<file path="src/rtl/rx_obj_alloc.sv">
module rx_obj_alloc #(
  parameter int NUM_OBJ = 16,
  parameter int ID_W    = 29,
  parameter int OBJ_W   = $clog2(NUM_OBJ + 1)
) (
  input  logic               clk,
  input  logic               rst_n,
  input  logic               cfg_we,
  input  logic [OBJ_W-1:0]   cfg_obj,
  input  logic               cfg_valid,
  input  logic               cfg_xmit,
  input  logic               cfg_umask,
  input  logic               cfg_eob,
  input  logic               cfg_rxie,
  input  logic [ID_W-1:0]    cfg_id,
  input  logic [ID_W-1:0]    cfg_mask,
  input  logic               clr_we,
  input  logic [OBJ_W-1:0]   clr_obj,
  input  logic               clr_newdat,
  input  logic               clr_intpnd,
  input  logic               clr_msglst,
  input  logic               frm_valid,
  input  logic [ID_W-1:0]    frm_id,
  input  logic               status_irq,
  input  logic [OBJ_W-1:0]   rd_obj,
  output logic [ID_W-1:0]    rd_id,
  output logic [NUM_OBJ-1:0] newdat_vec,
  output logic [NUM_OBJ-1:0] msglst_vec,
  output logic [NUM_OBJ-1:0] intpnd_vec,
  output logic [15:0]        int_id
);
  localparam logic [15:0] STATUS_CODE = 16'h8000;

  logic [NUM_OBJ-1:0] val_q, xmit_q, umask_q, eob_q, rxie_q;
  logic [NUM_OBJ-1:0] nd_q, ml_q, ip_q;
  logic [ID_W-1:0]    fid_q  [NUM_OBJ];
  logic [ID_W-1:0]    fmsk_q [NUM_OBJ];
  logic [ID_W-1:0]    sid_q  [NUM_OBJ];
  logic [NUM_OBJ-1:0] elig;

  for (genvar g = 0; g < NUM_OBJ; g++) begin : g_match
    logic [ID_W-1:0] eff_mask;
    assign eff_mask = umask_q[g] ? fmsk_q[g] : '1;
    assign elig[g]  = val_q[g] && !xmit_q[g] &&
                      (((frm_id ^ fid_q[g]) & eff_mask) == '0);
  end

  logic             hit;
  logic [OBJ_W-1:0] tgt;
  always_comb begin
    logic stop;
    stop = 1'b0;
    hit  = 1'b0;
    tgt  = '0;
    for (int i = 0; i < NUM_OBJ; i++) begin
      if (!stop && elig[i]) begin
        if (!nd_q[i]) begin
          hit  = 1'b1;
          tgt  = OBJ_W'(i + 1);
          stop = 1'b1;
        end else if (eob_q[i]) begin
          hit  = 1'b1;
          tgt  = OBJ_W'(i + 1);
          stop = 1'b1;
        end
      end
    end
    hit = hit && frm_valid;
  end

  always_ff @(posedge clk or negedge rst_n) begin
    if (!rst_n) begin
      val_q <= '0; xmit_q <= '0; umask_q <= '0; eob_q <= '0; rxie_q <= '0;
      nd_q  <= '0; ml_q   <= '0; ip_q    <= '0;
      for (int i = 0; i < NUM_OBJ; i++) begin
        fid_q[i]  <= '0;
        fmsk_q[i] <= '0;
        sid_q[i]  <= '0;
      end
    end else begin
      for (int i = 0; i < NUM_OBJ; i++) begin
        if (cfg_we && cfg_obj == OBJ_W'(i + 1)) begin
          val_q[i]   <= cfg_valid;
          xmit_q[i]  <= cfg_xmit;
          umask_q[i] <= cfg_umask;
          eob_q[i]   <= cfg_eob;
          rxie_q[i]  <= cfg_rxie;
          fid_q[i]   <= cfg_id;
          fmsk_q[i]  <= cfg_mask;
          nd_q[i]    <= 1'b0;
          ml_q[i]    <= 1'b0;
          ip_q[i]    <= 1'b0;
        end else begin
          if (clr_we && clr_obj == OBJ_W'(i + 1)) begin
            if (clr_newdat) nd_q[i] <= 1'b0;
            if (clr_intpnd) ip_q[i] <= 1'b0;
            if (clr_msglst) ml_q[i] <= 1'b0;
          end
          if (hit && tgt == OBJ_W'(i + 1)) begin
            nd_q[i]  <= 1'b1;
            sid_q[i] <= frm_id;
            if (rxie_q[i]) ip_q[i] <= 1'b1;
            if (nd_q[i])   ml_q[i] <= 1'b1;
          end
        end
      end
    end
  end

  always_comb begin
    int_id = '0;
    for (int i = NUM_OBJ - 1; i >= 0; i--)
      if (ip_q[i]) int_id = 16'(i + 1);
    if (status_irq) int_id = STATUS_CODE;
  end

  always_comb begin
    rd_id = '0;
    for (int i = 0; i < NUM_OBJ; i++)
      if (rd_obj == OBJ_W'(i + 1)) rd_id = sid_q[i];
  end

  assign newdat_vec = nd_q;
  assign msglst_vec = ml_q;
  assign intpnd_vec = ip_q;

  // at most one object becomes full per frame
  a_r2_single_fill: assert property (@(posedge clk) disable iff (!rst_n)
    $countones(newdat_vec & ~$past(newdat_vec)) <= 1);

  // a new-data flag only rises after a frame was presented
  a_r1_fill_needs_frame: assert property (@(posedge clk) disable iff (!rst_n)
    ((newdat_vec & ~$past(newdat_vec)) != '0) |-> $past(frm_valid));

  // object identifier names a pending object with nothing lower pending
  a_r6_lowest_pending: assert property (@(posedge clk) disable iff (!rst_n)
    (int_id != 16'd0 && int_id != STATUS_CODE) |->
      ((intpnd_vec & (NUM_OBJ'(1) << (int_id - 16'd1))) != '0 &&
       (intpnd_vec & ((NUM_OBJ'(1) << (int_id - 16'd1)) - NUM_OBJ'(1))) == '0));

  for (genvar g = 0; g < NUM_OBJ; g++) begin : g_chk
    // message-lost rises only when a full object takes a frame
    a_r4_lost_on_full: assert property (@(posedge clk) disable iff (!rst_n)
      $rose(msglst_vec[g]) |-> ($past(newdat_vec[g]) && $past(frm_valid)));
  end
endmodule

</file>
<file path="config.mk">
export PLATFORM = sky130hd
export DESIGN_NAME = rx_obj_alloc
export DESIGN_NICKNAME = d
export VERILOG_FILES = /design/src/rtl/rx_obj_alloc.sv
export SDC_FILE = /design/constraint.sdc
export NUM_CORES = 2
export LEC_CHECK = 0
export BUFFER_PORTS_ARGS = -buffer_cell sky130_fd_sc_hd__buf_4
export CORE_MARGIN = 1.5
export CORE_UTILIZATION = 35
export DETAILED_ROUTE_END_ITERATION = 8
export PLACE_DENSITY = 0.49
export SETUP_SLACK_MARGIN = 0.02
export SLEW_MARGIN = 20
export SYNTH_ARGS = -nofsm -noshare
export SYNTH_HDL_FRONTEND = slang
export SYNTH_SLANG_ARGS = --single-unit
</file>
<file path="constraint.sdc">
create_clock -name clk -period 11.6 [get_ports clk]
set_input_delay 0.58 -clock clk [delete_from_list [all_inputs] [get_ports clk]]
set_output_delay 0.58 -clock clk [all_outputs]
set_load 0.02 [all_outputs]
</file>
==> results.ini <==
[setup_path]
setup.worst_path.class = reg2reg
required_ns = 12.29
worstPathArrival_ns = 5.92
setup.worst_path.end_class = register
cp_max_fo = 30
start_kind = register
rr_worst_depth = 10

[pwr]
power.leakage_nw = 37.2
peakVddDrop_mv = 0.144
p_per_area_nw_per_um2 = 180

[route]
vias = 52200
avgViaCountPerCell = 5.67
drt-initial-drc-count = 5646
dr.pass1.iters = 6
routedWlPerCell_um = 31.0
antenna_left = 0
drt-total-wl_mm = 285
drc = 0

[placement]
gp_congestion = 0.882
place_hpwl_mm = 163
portBuffers = 198

[layout]
final_util_pct = 40.1
drive_gt1_share_pct = 26.7
area_growth_pct = 13.4
fin_nets = 6495

[floorplan]
core_um2 = 203000
die_area_um2 = 208000
io_pins = 209
row_count = 165
die_h_um = 456
die_x_um = 456
initial_core_util_pct = 35.3

[yosys]
synth.largest_area_cell = dfrtp_1
synth-edff-count = 0
ys_seq_area_share_pct = 53.0
syn_avg_cell_area_um2 = 11.2
synth_top_cells_by_count = dfrtp_1 (1520), mux2_2 (1120), nand2_1 (1102), nor2b_1 (421), xnor2_1 (420)
async_flop_share_pct = 100
synth_area_leaders = dfrtp_1 (53%), mux2_2 (18%), nand2_1 (5.8%), xnor2_1 (5.1%), nor2b_1 (3.7%)
ys_ff_latch = 1520
synth_flop_cell = dfrtp_1
ys_types = 69
synth.most_common_cell = dfrtp_1
yosysWarnings = 0
synth_cells = 6404
netlist_area_um2 = 71700
yosysTopAreaCellShare_pct = 53.0

[grt]
grt_antenna_before_repair = 45
grt_start_max_net_pins = 174
grt_pass1_wl_mm = 401
overflow = 0
global_route.usage.total_pct = 27.1
grt_pass1_vias = 51700

[cts]
cts_resized = 0
clockBufferDepth = 3
root_buffer = clkbuf_16
cts_htree_levels = 4
clkTransAtPathRegs_ns = 0.06
clkLatencyLatePin_ns = 0.84
cts_tree = yes
cts_made_buffers = 173
cts_sinks = 1520

[min_path]
hold_class = in2reg
worst_hold_path.num_cells = 3

[flow_run]
drv_cap = 0

[timing]
final-setup-viol-count = 0
period_minus_slack_ns = 5.22
worst_pin_slew_ns = 1.17
hold_viol_final = 0
maxSlewHeadroom_pct = 22.1
skew_ns = 0.0444
rsz0062_at_grt = false
holdWs_ns = 0.135
timing.final.crit_share_pct = 45.0
slew_violations = 0
fin_tns_setup_ns = 0
fmax_mhz = 191

[status]
status = finished clean

[placed cells by master (no fill, tap or decap), types with 9 or more instances in the layout]
cell	synthesis	layout
a211oi_1	32	31
a21oi_1	62	62
a221oi_1	28	28
a22oi_1	118	118
a41oi_1	26	26
and4_1	14	13
buf_4	23	273
bufinv_16	0	11
clkbuf_1	337	55
clkbuf_16	0	175
clkbuf_8	0	46
clkinv_2	0	17
conb_1	1	10
dfrtp_1	1520	1520
diode_2	0	17
inv_1	22	22
mux2_1	18	18
mux2_2	1120	1120
mux2_4	10	10
nand2_1	1102	1096
nand2b_1	35	33
nand3_1	29	26
nand3b_1	13	13
nand4_1	43	43
nand4b_1	9	9
nor2_1	149	130
nor2_4	0	12
nor2b_1	421	421
nor3_1	23	17
nor4_1	122	122
o21ai_0	31	31
o22ai_1	400	400
o41ai_1	26	26
xnor2_1	420	420
xor2_1	15	15
[cell families after synthesis]
family | after synthesis | share of synthesized area, %
simple gates | 2009 | 13.3
flops | 1520 | 53.0
mux | 1150 | 18.1
compound gates | 776 | 7.28
buf+inv | 513 | 2.97
xor+xnor | 435 | 5.31
other cells | 1 | 0.00523
[power breakdown]
group	internal (mW)	switching, mW	leakage, nW	total, mW
clock	3.32	2.31	2.85	5.64
combinational	1.09	1.41	14.3	2.50
sequential	6.00	0.483	20.1	6.48
[area by class of cell]
type	count	area (um2)
antenna	17	42.5
clock buffer	276	5220
clock inverter	42	593
fill	19600	122000
inverter	22	82.6
multi-input combinational	4380	31800
sequential	1520	38000
tap	2672	3340
timing repair buffer	282	2230
[routing by layer]
| metal | vias up | routed length (um) | track usage (%) |
|---|---|---|---|
| li1 | 22300 | - | - |
| met1 | 27300 | 118000 | 35.9 |
| met2 | 2119 | 134000 | 43.9 |
| met3 | 481 | 19100 | 3.62 |
| met4 | 0 | 14200 | 12.2 |
| met5 | - | 0 | 0 |
[path summary, 6_finish.rpt]
path	startpoint	to	slack (ns)
worst max-delay path	umask_q[1]	sid_q[413]	6.38
worst min-delay path	cfg_obj[3]	intpnd_vec[2]	0.13
worst max register to register	umask_q[1]	sid_q[413]	6.38
worst min register to register	eob_q[9]	eob_q[9]	0.47
max in group asynchronous	rst_n	fid_q[161]	8.40
min in group asynchronous	rst_n	sid_q[264]	0.39
[state kept, by name (all words and copies together) (netlist names)]
signal / flops
intpnd_vec: 16
msglst_vec: 16
sid_q: 464
val_q: 16
fid_q: 464
eob_q: 16
newdat_vec: 16
rxie_q: 16
umask_q: 16
xmit_q: 16
fmsk_q: 464
[what timing repair did]
item,4_1_cts,5_1_grt
endpoints found under the hold margin,120,0
buffers inserted,0,0
hold buffers,1,0
[worst max-delay path, cell delays in order, from the launching register on]
cell and delay [ns]:
dfrtp_1 0.96, nor2b_1 0.42, o22ai_1 0.14, nor4_1 0.62
nand4_1 0.45, a21boi_0 0.28, and2_1 0.25, a211oi_2 0.22
buf_4 0.32, and4b_2 0.97, mux2_2 0.42
[stage by stage]
step                      instances  setup WS (ns)  cell area [um2]  total power [mW]
after floorplan                6413           7.76            71800              8.10
after global placement         8875           6.27            75500              9.00
after detailed placement       8875           6.22            75500              9.04
after CTS                      9194           6.47            81300              14.7
after global routing           9197           6.20            81300              15.2
final                          9211           6.38            81400              14.6
No activity file was read; power rests on OpenSTA's default activity.
